==> src/rtl/ipi_pkg.sv <==
// Shared widths, field positions and the message record for the
// interprocessor interrupt command register.
package ipi_pkg;
    localparam int WORD_W     = 32;
    localparam int VEC_W      = 8;
    localparam int DLV_W      = 3;
    localparam int SH_W       = 2;
    localparam int DEST_W     = 32;
    localparam int NDEST_W    = 8;
    localparam int PAGE_SHIFT = 12;
    localparam int START_W    = VEC_W + PAGE_SHIFT;

    // Bit positions inside the command word
    localparam int P_DLV   = 8;
    localparam int P_DM    = 11;
    localparam int P_PEND  = 12;
    localparam int P_LVL   = 14;
    localparam int P_TRIG  = 15;
    localparam int P_SH    = 18;
    localparam int P_NDEST = 24;

    // Bits of the command word that software may store
    localparam logic [WORD_W-1:0] KEEP_MASK =
        (WORD_W'((1 << VEC_W) - 1)) |
        (WORD_W'((1 << DLV_W) - 1) << P_DLV) |
        (WORD_W'(1) << P_DM) |
        (WORD_W'(1) << P_LVL) |
        (WORD_W'(1) << P_TRIG) |
        (WORD_W'((1 << SH_W) - 1) << P_SH);

    typedef enum logic [DLV_W-1:0] {
        DLV_FIXED   = 3'b000,
        DLV_INIT    = 3'b101,
        DLV_STARTUP = 3'b110
    } dlv_e;

    typedef enum logic [SH_W-1:0] {
        SH_NONE     = 2'b00,
        SH_ALL_EXCL = 2'b11
    } shorthand_e;

    typedef struct packed {
        logic [VEC_W-1:0]   vector;
        logic [DLV_W-1:0]   dlv;
        logic               logical;
        logic               level;
        logic               trig;
        logic [SH_W-1:0]    shorthand;
        logic [DEST_W-1:0]  dest;
        logic [START_W-1:0] start_addr;
    } ipi_msg_t;
endpackage

==> src/rtl/ipi_addr_decode.sv <==
// Address decode for the narrow and wide write paths.
// Assumes one narrow access and at most one wide access per cycle.
// A matching wide write wins over a narrow write in the same cycle.
module ipi_addr_decode #(
    parameter int ADDR_W = 12,
    parameter int IDX_W  = 8,
    parameter logic [ADDR_W-1:0] LOW_OFS  = 12'h300,
    parameter logic [ADDR_W-1:0] HIGH_OFS = 12'h310,
    parameter logic [IDX_W-1:0]  WIDE_IDX = 8'h30
) (
    input  logic              bus_wr,
    input  logic [ADDR_W-1:0] bus_addr,
    input  logic              wide_wr,
    input  logic [IDX_W-1:0]  wide_idx,
    output logic              sel_low,
    output logic              sel_high,
    output logic              wr_low,
    output logic              wr_high,
    output logic              wr_wide
);
    // Offset and index match, with the wide path taking priority
    always_comb begin
        sel_low  = (bus_addr == LOW_OFS);
        sel_high = (bus_addr == HIGH_OFS);
        wr_wide  = wide_wr && (wide_idx == WIDE_IDX);
        wr_low   = bus_wr && sel_low  && !wr_wide;
        wr_high  = bus_wr && sel_high && !wr_wide;
    end
endmodule

==> src/rtl/ipi_msg_former.sv <==
// Builds a message record from a command word and a destination.
// Purely combinational.
// Reserved command bits are ignored.
module ipi_msg_former
    import ipi_pkg::*;
(
    input  logic [WORD_W-1:0] cmd_word,
    input  logic [DEST_W-1:0] dest,
    output ipi_msg_t          msg
);
    logic unused_cmd_bits;

    // Field extraction and start-address derivation
    always_comb begin
        msg.vector     = cmd_word[VEC_W-1:0];
        msg.dlv        = cmd_word[P_DLV +: DLV_W];
        msg.logical    = cmd_word[P_DM];
        msg.level      = cmd_word[P_LVL];
        msg.trig       = cmd_word[P_TRIG];
        msg.shorthand  = cmd_word[P_SH +: SH_W];
        msg.dest       = dest;
        msg.start_addr = (cmd_word[P_DLV +: DLV_W] == DLV_STARTUP)
                       ? {cmd_word[VEC_W-1:0], {PAGE_SHIFT{1'b0}}}
                       : '0;
    end

    assign unused_cmd_bits = ^(cmd_word & ~KEEP_MASK);
endmodule

==> src/rtl/ipi_cmd_state.sv <==
// Stored command words, the in-flight message snapshot, the pending flag
// and the reject pulse.
// Assumes at most one launch strobe per cycle; the decode guarantees this.
module ipi_cmd_state
    import ipi_pkg::*;
(
    input  logic              clk,
    input  logic              rst_n,
    input  logic              wr_low,
    input  logic              wr_high,
    input  logic              wr_wide,
    input  logic [WORD_W-1:0] bus_wdata,
    input  logic [2*WORD_W-1:0] wide_wdata,
    input  logic              msg_ready,
    output logic [WORD_W-1:0] low_reg,
    output logic [WORD_W-1:0] high_reg,
    output logic              pending,
    output logic              reject,
    output ipi_msg_t          msg_q
);
    logic              launch_req;
    logic              launch_ok;
    logic [WORD_W-1:0] new_low;
    logic [DEST_W-1:0] new_dest;
    ipi_msg_t          formed;

    // Select the command word and destination of the incoming launch
    always_comb begin
        launch_req = wr_low || wr_wide;
        launch_ok  = launch_req && !pending;
        new_low    = wr_wide ? wide_wdata[WORD_W-1:0] : bus_wdata;
        new_dest   = wr_wide ? wide_wdata[2*WORD_W-1:WORD_W]
                             : DEST_W'(high_reg[P_NDEST +: NDEST_W]);
    end

    ipi_msg_former u_former (
        .cmd_word (new_low),
        .dest     (new_dest),
        .msg      (formed)
    );

    // Pending flag and message snapshot taken at launch
    always_ff @(posedge clk) begin
        if (!rst_n) begin
            pending <= 1'b0;
            msg_q   <= '0;
        end else if (launch_ok) begin
            pending <= 1'b1;
            msg_q   <= formed;
        end else if (pending && msg_ready) begin
            pending <= 1'b0;
        end
    end

    // Software-visible command and destination words
    always_ff @(posedge clk) begin
        if (!rst_n) begin
            low_reg  <= '0;
            high_reg <= '0;
        end else begin
            if (launch_ok)
                low_reg <= new_low & KEEP_MASK;
            if (wr_wide && !pending)
                high_reg <= wide_wdata[2*WORD_W-1:WORD_W];
            else if (wr_high)
                high_reg <= bus_wdata;
        end
    end

    // One-cycle pulse for a launch dropped while busy
    always_ff @(posedge clk) begin
        if (!rst_n)
            reject <= 1'b0;
        else
            reject <= launch_req && pending;
    end
endmodule

==> src/rtl/ipi_cmd_reg.sv <==
// Interprocessor interrupt command register, top level.
// The narrow port writes and reads 32-bit words at byte offsets.
// The wide port writes the full 64-bit command at one register index.
// The message record leaves on a valid/ready interface.
// msg_valid doubles as the busy bit.
module ipi_cmd_reg
    import ipi_pkg::*;
#(
    parameter int ADDR_W = 12,
    parameter int IDX_W  = 8,
    parameter logic [ADDR_W-1:0] LOW_OFS  = 12'h300,
    parameter logic [ADDR_W-1:0] HIGH_OFS = 12'h310
) (
    input  logic                 clk,
    input  logic                 rst_n,
    input  logic                 bus_wr,
    input  logic [ADDR_W-1:0]    bus_addr,
    input  logic [WORD_W-1:0]    bus_wdata,
    output logic [WORD_W-1:0]    bus_rdata,
    input  logic                 wide_wr,
    input  logic [IDX_W-1:0]     wide_idx,
    input  logic [2*WORD_W-1:0]  wide_wdata,
    output logic                 msg_valid,
    input  logic                 msg_ready,
    output logic [VEC_W-1:0]     msg_vector,
    output logic [DLV_W-1:0]     msg_dlv,
    output logic                 msg_logical,
    output logic                 msg_level,
    output logic                 msg_trig,
    output logic [SH_W-1:0]      msg_shorthand,
    output logic [DEST_W-1:0]    msg_dest,
    output logic [START_W-1:0]   msg_start_addr,
    output logic                 busy_reject
);
    localparam logic [IDX_W-1:0] WIDE_IDX = IDX_W'(LOW_OFS >> 4);

    logic              sel_low, sel_high;
    logic              wr_low, wr_high, wr_wide;
    logic              wr_launch;
    logic              pending;
    logic [WORD_W-1:0] low_reg, high_reg;
    ipi_msg_t          msg_q;

    ipi_addr_decode #(
        .ADDR_W   (ADDR_W),
        .IDX_W    (IDX_W),
        .LOW_OFS  (LOW_OFS),
        .HIGH_OFS (HIGH_OFS),
        .WIDE_IDX (WIDE_IDX)
    ) u_decode (
        .bus_wr   (bus_wr),
        .bus_addr (bus_addr),
        .wide_wr  (wide_wr),
        .wide_idx (wide_idx),
        .sel_low  (sel_low),
        .sel_high (sel_high),
        .wr_low   (wr_low),
        .wr_high  (wr_high),
        .wr_wide  (wr_wide)
    );

    assign wr_launch = wr_low || wr_wide;

    ipi_cmd_state u_state (
        .clk        (clk),
        .rst_n      (rst_n),
        .wr_low     (wr_low),
        .wr_high    (wr_high),
        .wr_wide    (wr_wide),
        .bus_wdata  (bus_wdata),
        .wide_wdata (wide_wdata),
        .msg_ready  (msg_ready),
        .low_reg    (low_reg),
        .high_reg   (high_reg),
        .pending    (pending),
        .reject     (busy_reject),
        .msg_q      (msg_q)
    );

    // Readback multiplexer with the busy bit merged into the command word
    always_comb begin
        if (sel_low)
            bus_rdata = low_reg | (WORD_W'(pending) << P_PEND);
        else if (sel_high)
            bus_rdata = high_reg;
        else
            bus_rdata = '0;
    end

    // Message record onto the output ports
    always_comb begin
        msg_valid      = pending;
        msg_vector     = msg_q.vector;
        msg_dlv        = msg_q.dlv;
        msg_logical    = msg_q.logical;
        msg_level      = msg_q.level;
        msg_trig       = msg_q.trig;
        msg_shorthand  = msg_q.shorthand;
        msg_dest       = msg_q.dest;
        msg_start_addr = msg_q.start_addr;
    end
endmodule

==> config.mk <==
export PLATFORM = sky130hd
export DESIGN_NAME = ipi_cmd_reg
export DESIGN_NICKNAME = d
export VERILOG_FILES = /design/src/rtl/ipi_pkg.sv /design/src/rtl/ipi_addr_decode.sv /design/src/rtl/ipi_msg_former.sv /design/src/rtl/ipi_cmd_state.sv /design/src/rtl/ipi_cmd_reg.sv
export SDC_FILE = /design/constraint.sdc
export NUM_CORES = 1
export LEC_CHECK = 0
export ABC_AREA = 1
export BUFFER_PORTS_ARGS = -buffer_cell sky130_fd_sc_hd__buf_4
export CAP_MARGIN = 20
export CORE_ASPECT_RATIO = 0.6
export CORE_MARGIN = 2
export CORE_UTILIZATION = 35
export CTS_CLUSTER_DIAMETER = 80
export CTS_CLUSTER_SIZE = 40
export DETAILED_ROUTE_END_ITERATION = 12
export PLACE_DENSITY = 0.69
export SLEW_MARGIN = 10
export SYNTH_ARGS = -nofsm -noshare
export SYNTH_HDL_FRONTEND = slang
export SYNTH_SLANG_ARGS = --single-unit
==> constraint.sdc <==
create_clock -name clk -period 1.9 [get_ports clk]
set_input_delay 0.19 -clock clk [delete_from_list [all_inputs] [get_ports clk]]
set_output_delay 0.19 -clock clk [all_outputs]
set_load 0.02 [all_outputs]
==> impl_metrics.toml <==
[global_routing]
use_met3 = 0.08995
gr-max-usage-layer = "met2"
grt_max_degree = 50
grt_pass1_vias = 4495
use_met2 = 0.3246
grt_overflow = 0
grt_pass1_wl_um = 23740
antenna_found_initial = 0
met1_usage = 0.3093
grt_util_all_layers = 0.2211

[sta]
fmax_mhz = 575.2
rsz0062_at_grt = "no"
finalCritPeriodShare = 0.9150
tns_ps = 0
finalHoldViolCount = 0
finClkSkew_ps = 8.876
min_period_ps = 1739
finalSetupViolCount = 0
slew_viol_final = 0

[clocking]
postCtsHoldBufs = 0
clk_pin_slew_ps = 70
cts.htree.levels = 3
cts.sinks = 90
post_cts_buffers = 0
cts_tree = "built"
root_buffer = "clkbuf_16"
post_cts_resized = 0
cts_buffer_depth = 2
cts_buffers = 9
clk_latency_ps = 330

[pwr]
total_power_uw = 3962
powerDensity_nw_per_um2 = 623.5
peakVddDrop_v = 0.0004219
power.leakage_uw = 0.003043

[hold_path]
hp-class = "primary input to flip-flop"
min_to = "u_state.pending"
hold_path_startpoint = "msg_ready"
whs_path_depth = 2

[critical_path]
cpMaxStageDelayCell = "o21ai_0"
cp-end-kind = "primary output"
setup.worst_path.start_class = "primary input"
cp_top_family = "buffers and inverters"
ff2ff_setup_slack_ps = 340
r2r-start = "u_state.pending"
path_cells = "buf_4, nor2_1, nand2_1, nor2_1, buf_4, nand2_1, o21ai_0, buf_4"
worstSetupStartpoint = "bus_addr[3]"
crit_path_max_fanout = 10
path_class = "primary input to primary output"
path_buf_inv = 3
crit_top_cell = "buf_4"
slowest_delay_ps = 310
worstPathRequired_ps = 1710
ff2ff_path_depth = 6
r2r-end = "u_state.high_reg[5]"
critPathArrivalTime_ps = 1550

[placed_design]
io_buffers = 194
globalplace.congestion = 0.8257
dp_hpwl_um = 11250

[outcome]
status = "finished, final reports clean"

[cells_and_area]
antennaDiodeCount = 0
syn2layout_area_growth_pct = 42.19
final_common_cell = "buf_4"
largest_reg_flops = 51
drive_gt1_frac = 0.2874
fin_nets = 979
final_cell_mix = "buf_4 (207), nand2_1 (173), nor2_1 (136)"

[route]
drt-wirelength-per-cell_um = 14.98
ant_nets = 0
dr.pass1.iters = 4
viasPerCell = 4.727
vias = 4859
wl_um = 15400
drt_first_iter_violations = 298
post-route-drc-count = 0

[die]
core_area_um2 = 12260
ios = 223
die-area_um2 = 13720
start_util = 0.3646
die_y_um = 91.53
row_count = 31
die-width_um = 149.9

[yosys]
synth-edff-count = 0
synth_area_um2 = 4469
yosysWarnings = 0
syn_avg_cell_area_um2 = 6.631
synth_top_area_share = 0.4031
ys_ff_latch = 90
ys_top_cells_by_area = "dfxtp_1 (40%), nand2_1 (15%), nor2_1 (11%)"
synthArstFlopShare = 0
synth_top_flop_cell = "dfxtp_1"
syn_inst = 674
ys_seq_area_frac = 0.4031
synth_top_area_cell = "dfxtp_1"
yosysUniqueCellTypes = 31

[job]
maxCapViolations = 0
## cells by family (layout without fill, tap and decap cells)
| family | Yosys count | in the layout | synth area share |
|---|---|---|---|
| simple gates | 354 | 354 | 0.3320 |
| compound gates | 124 | 124 | 0.1517 |
| buf+inv | 105 | 283 | 0.1123 |
| flops | 90 | 90 | 0.4031 |
| other cells | 1 | 12 | 0.0008391 |
## cell type report
| cell class | instances | area, µm² |
|---|---|---|
| Fill cell | 1282 | 5902 |
| Multi-Input combinational cell | 490 | 2207 |
| Sequential cell | 90 | 1802 |
| Timing Repair Buffer | 212 | 1654 |
| Clock buffer | 10 | 229.0 |
| Inverter | 55 | 207.7 |
| Tap cell | 165 | 206.4 |
| Clock inverter | 6 | 48.80 |
## worst max-delay path by stage
stage | to | slack, ps | depth (start not counted)
after floorplan | bus_rdata[12] | 320 | 3
after global placement | bus_rdata[15] | 140 | 8
after detailed placement | u_state.low_reg[10] | 160 | 11
after CTS | bus_rdata[19] | 160 | 8
after global routing | bus_rdata[19] | 3 | 8
final | bus_rdata[19] | 160 | 8
## cell usage after synthesis (2+ instances only)
master    count
clkbuf_1     17
dfxtp_1      90
nor2_4        2
nand2_4       2
nor2_1      136
buf_6         2
nand3_1      27
a21oi_1      41
o21ai_1       2
a32o_1        8
o21ai_0      71
nand2_1     173
buf_4        21
inv_2         3
buf_2        10
nor2_2        3
inv_1        51
nand2_2       2
## routing by layer
layer  vias to the layer above  part of all wire
met2                       195              0.41
met5                         -                 0
met4                         0            0.0055
met1                      2185              0.48
li1                       2469                 -
met3                        10              0.11
## where the power goes
| group | internal (µW) | switching, µW |
|---|---|---|
| clock | 906 | 803 |
| sequential | 1890 | 2.09 |
| combinational | 186 | 178 |
## per-stage QoR
stage               cells  worst slack (ps)    util  hold WS, ps  instance area [µm²]
global placement     1012             137.0  0.4958        402.9                 6077
finish               1028             161.4  0.5185        65.03                 6355
CTS                  1028             160.7  0.5185        51.77                 6355
global route         1028             3.494  0.5185        67.24                 6355
floorplan             685             319.4       -        304.3                 4511
detailed placement   1012             155.0  0.4958        407.8                 6077
## worst reg2reg max path: stages, from the launching register on
cell     delay (ps)
dfxtp_1         310
inv_1           330
nand3_1         120
buf_4           290
o21ai_0         270
nor2_1           80
nor2_1           90
Note: power is estimated with default switching activity, not from simulation.
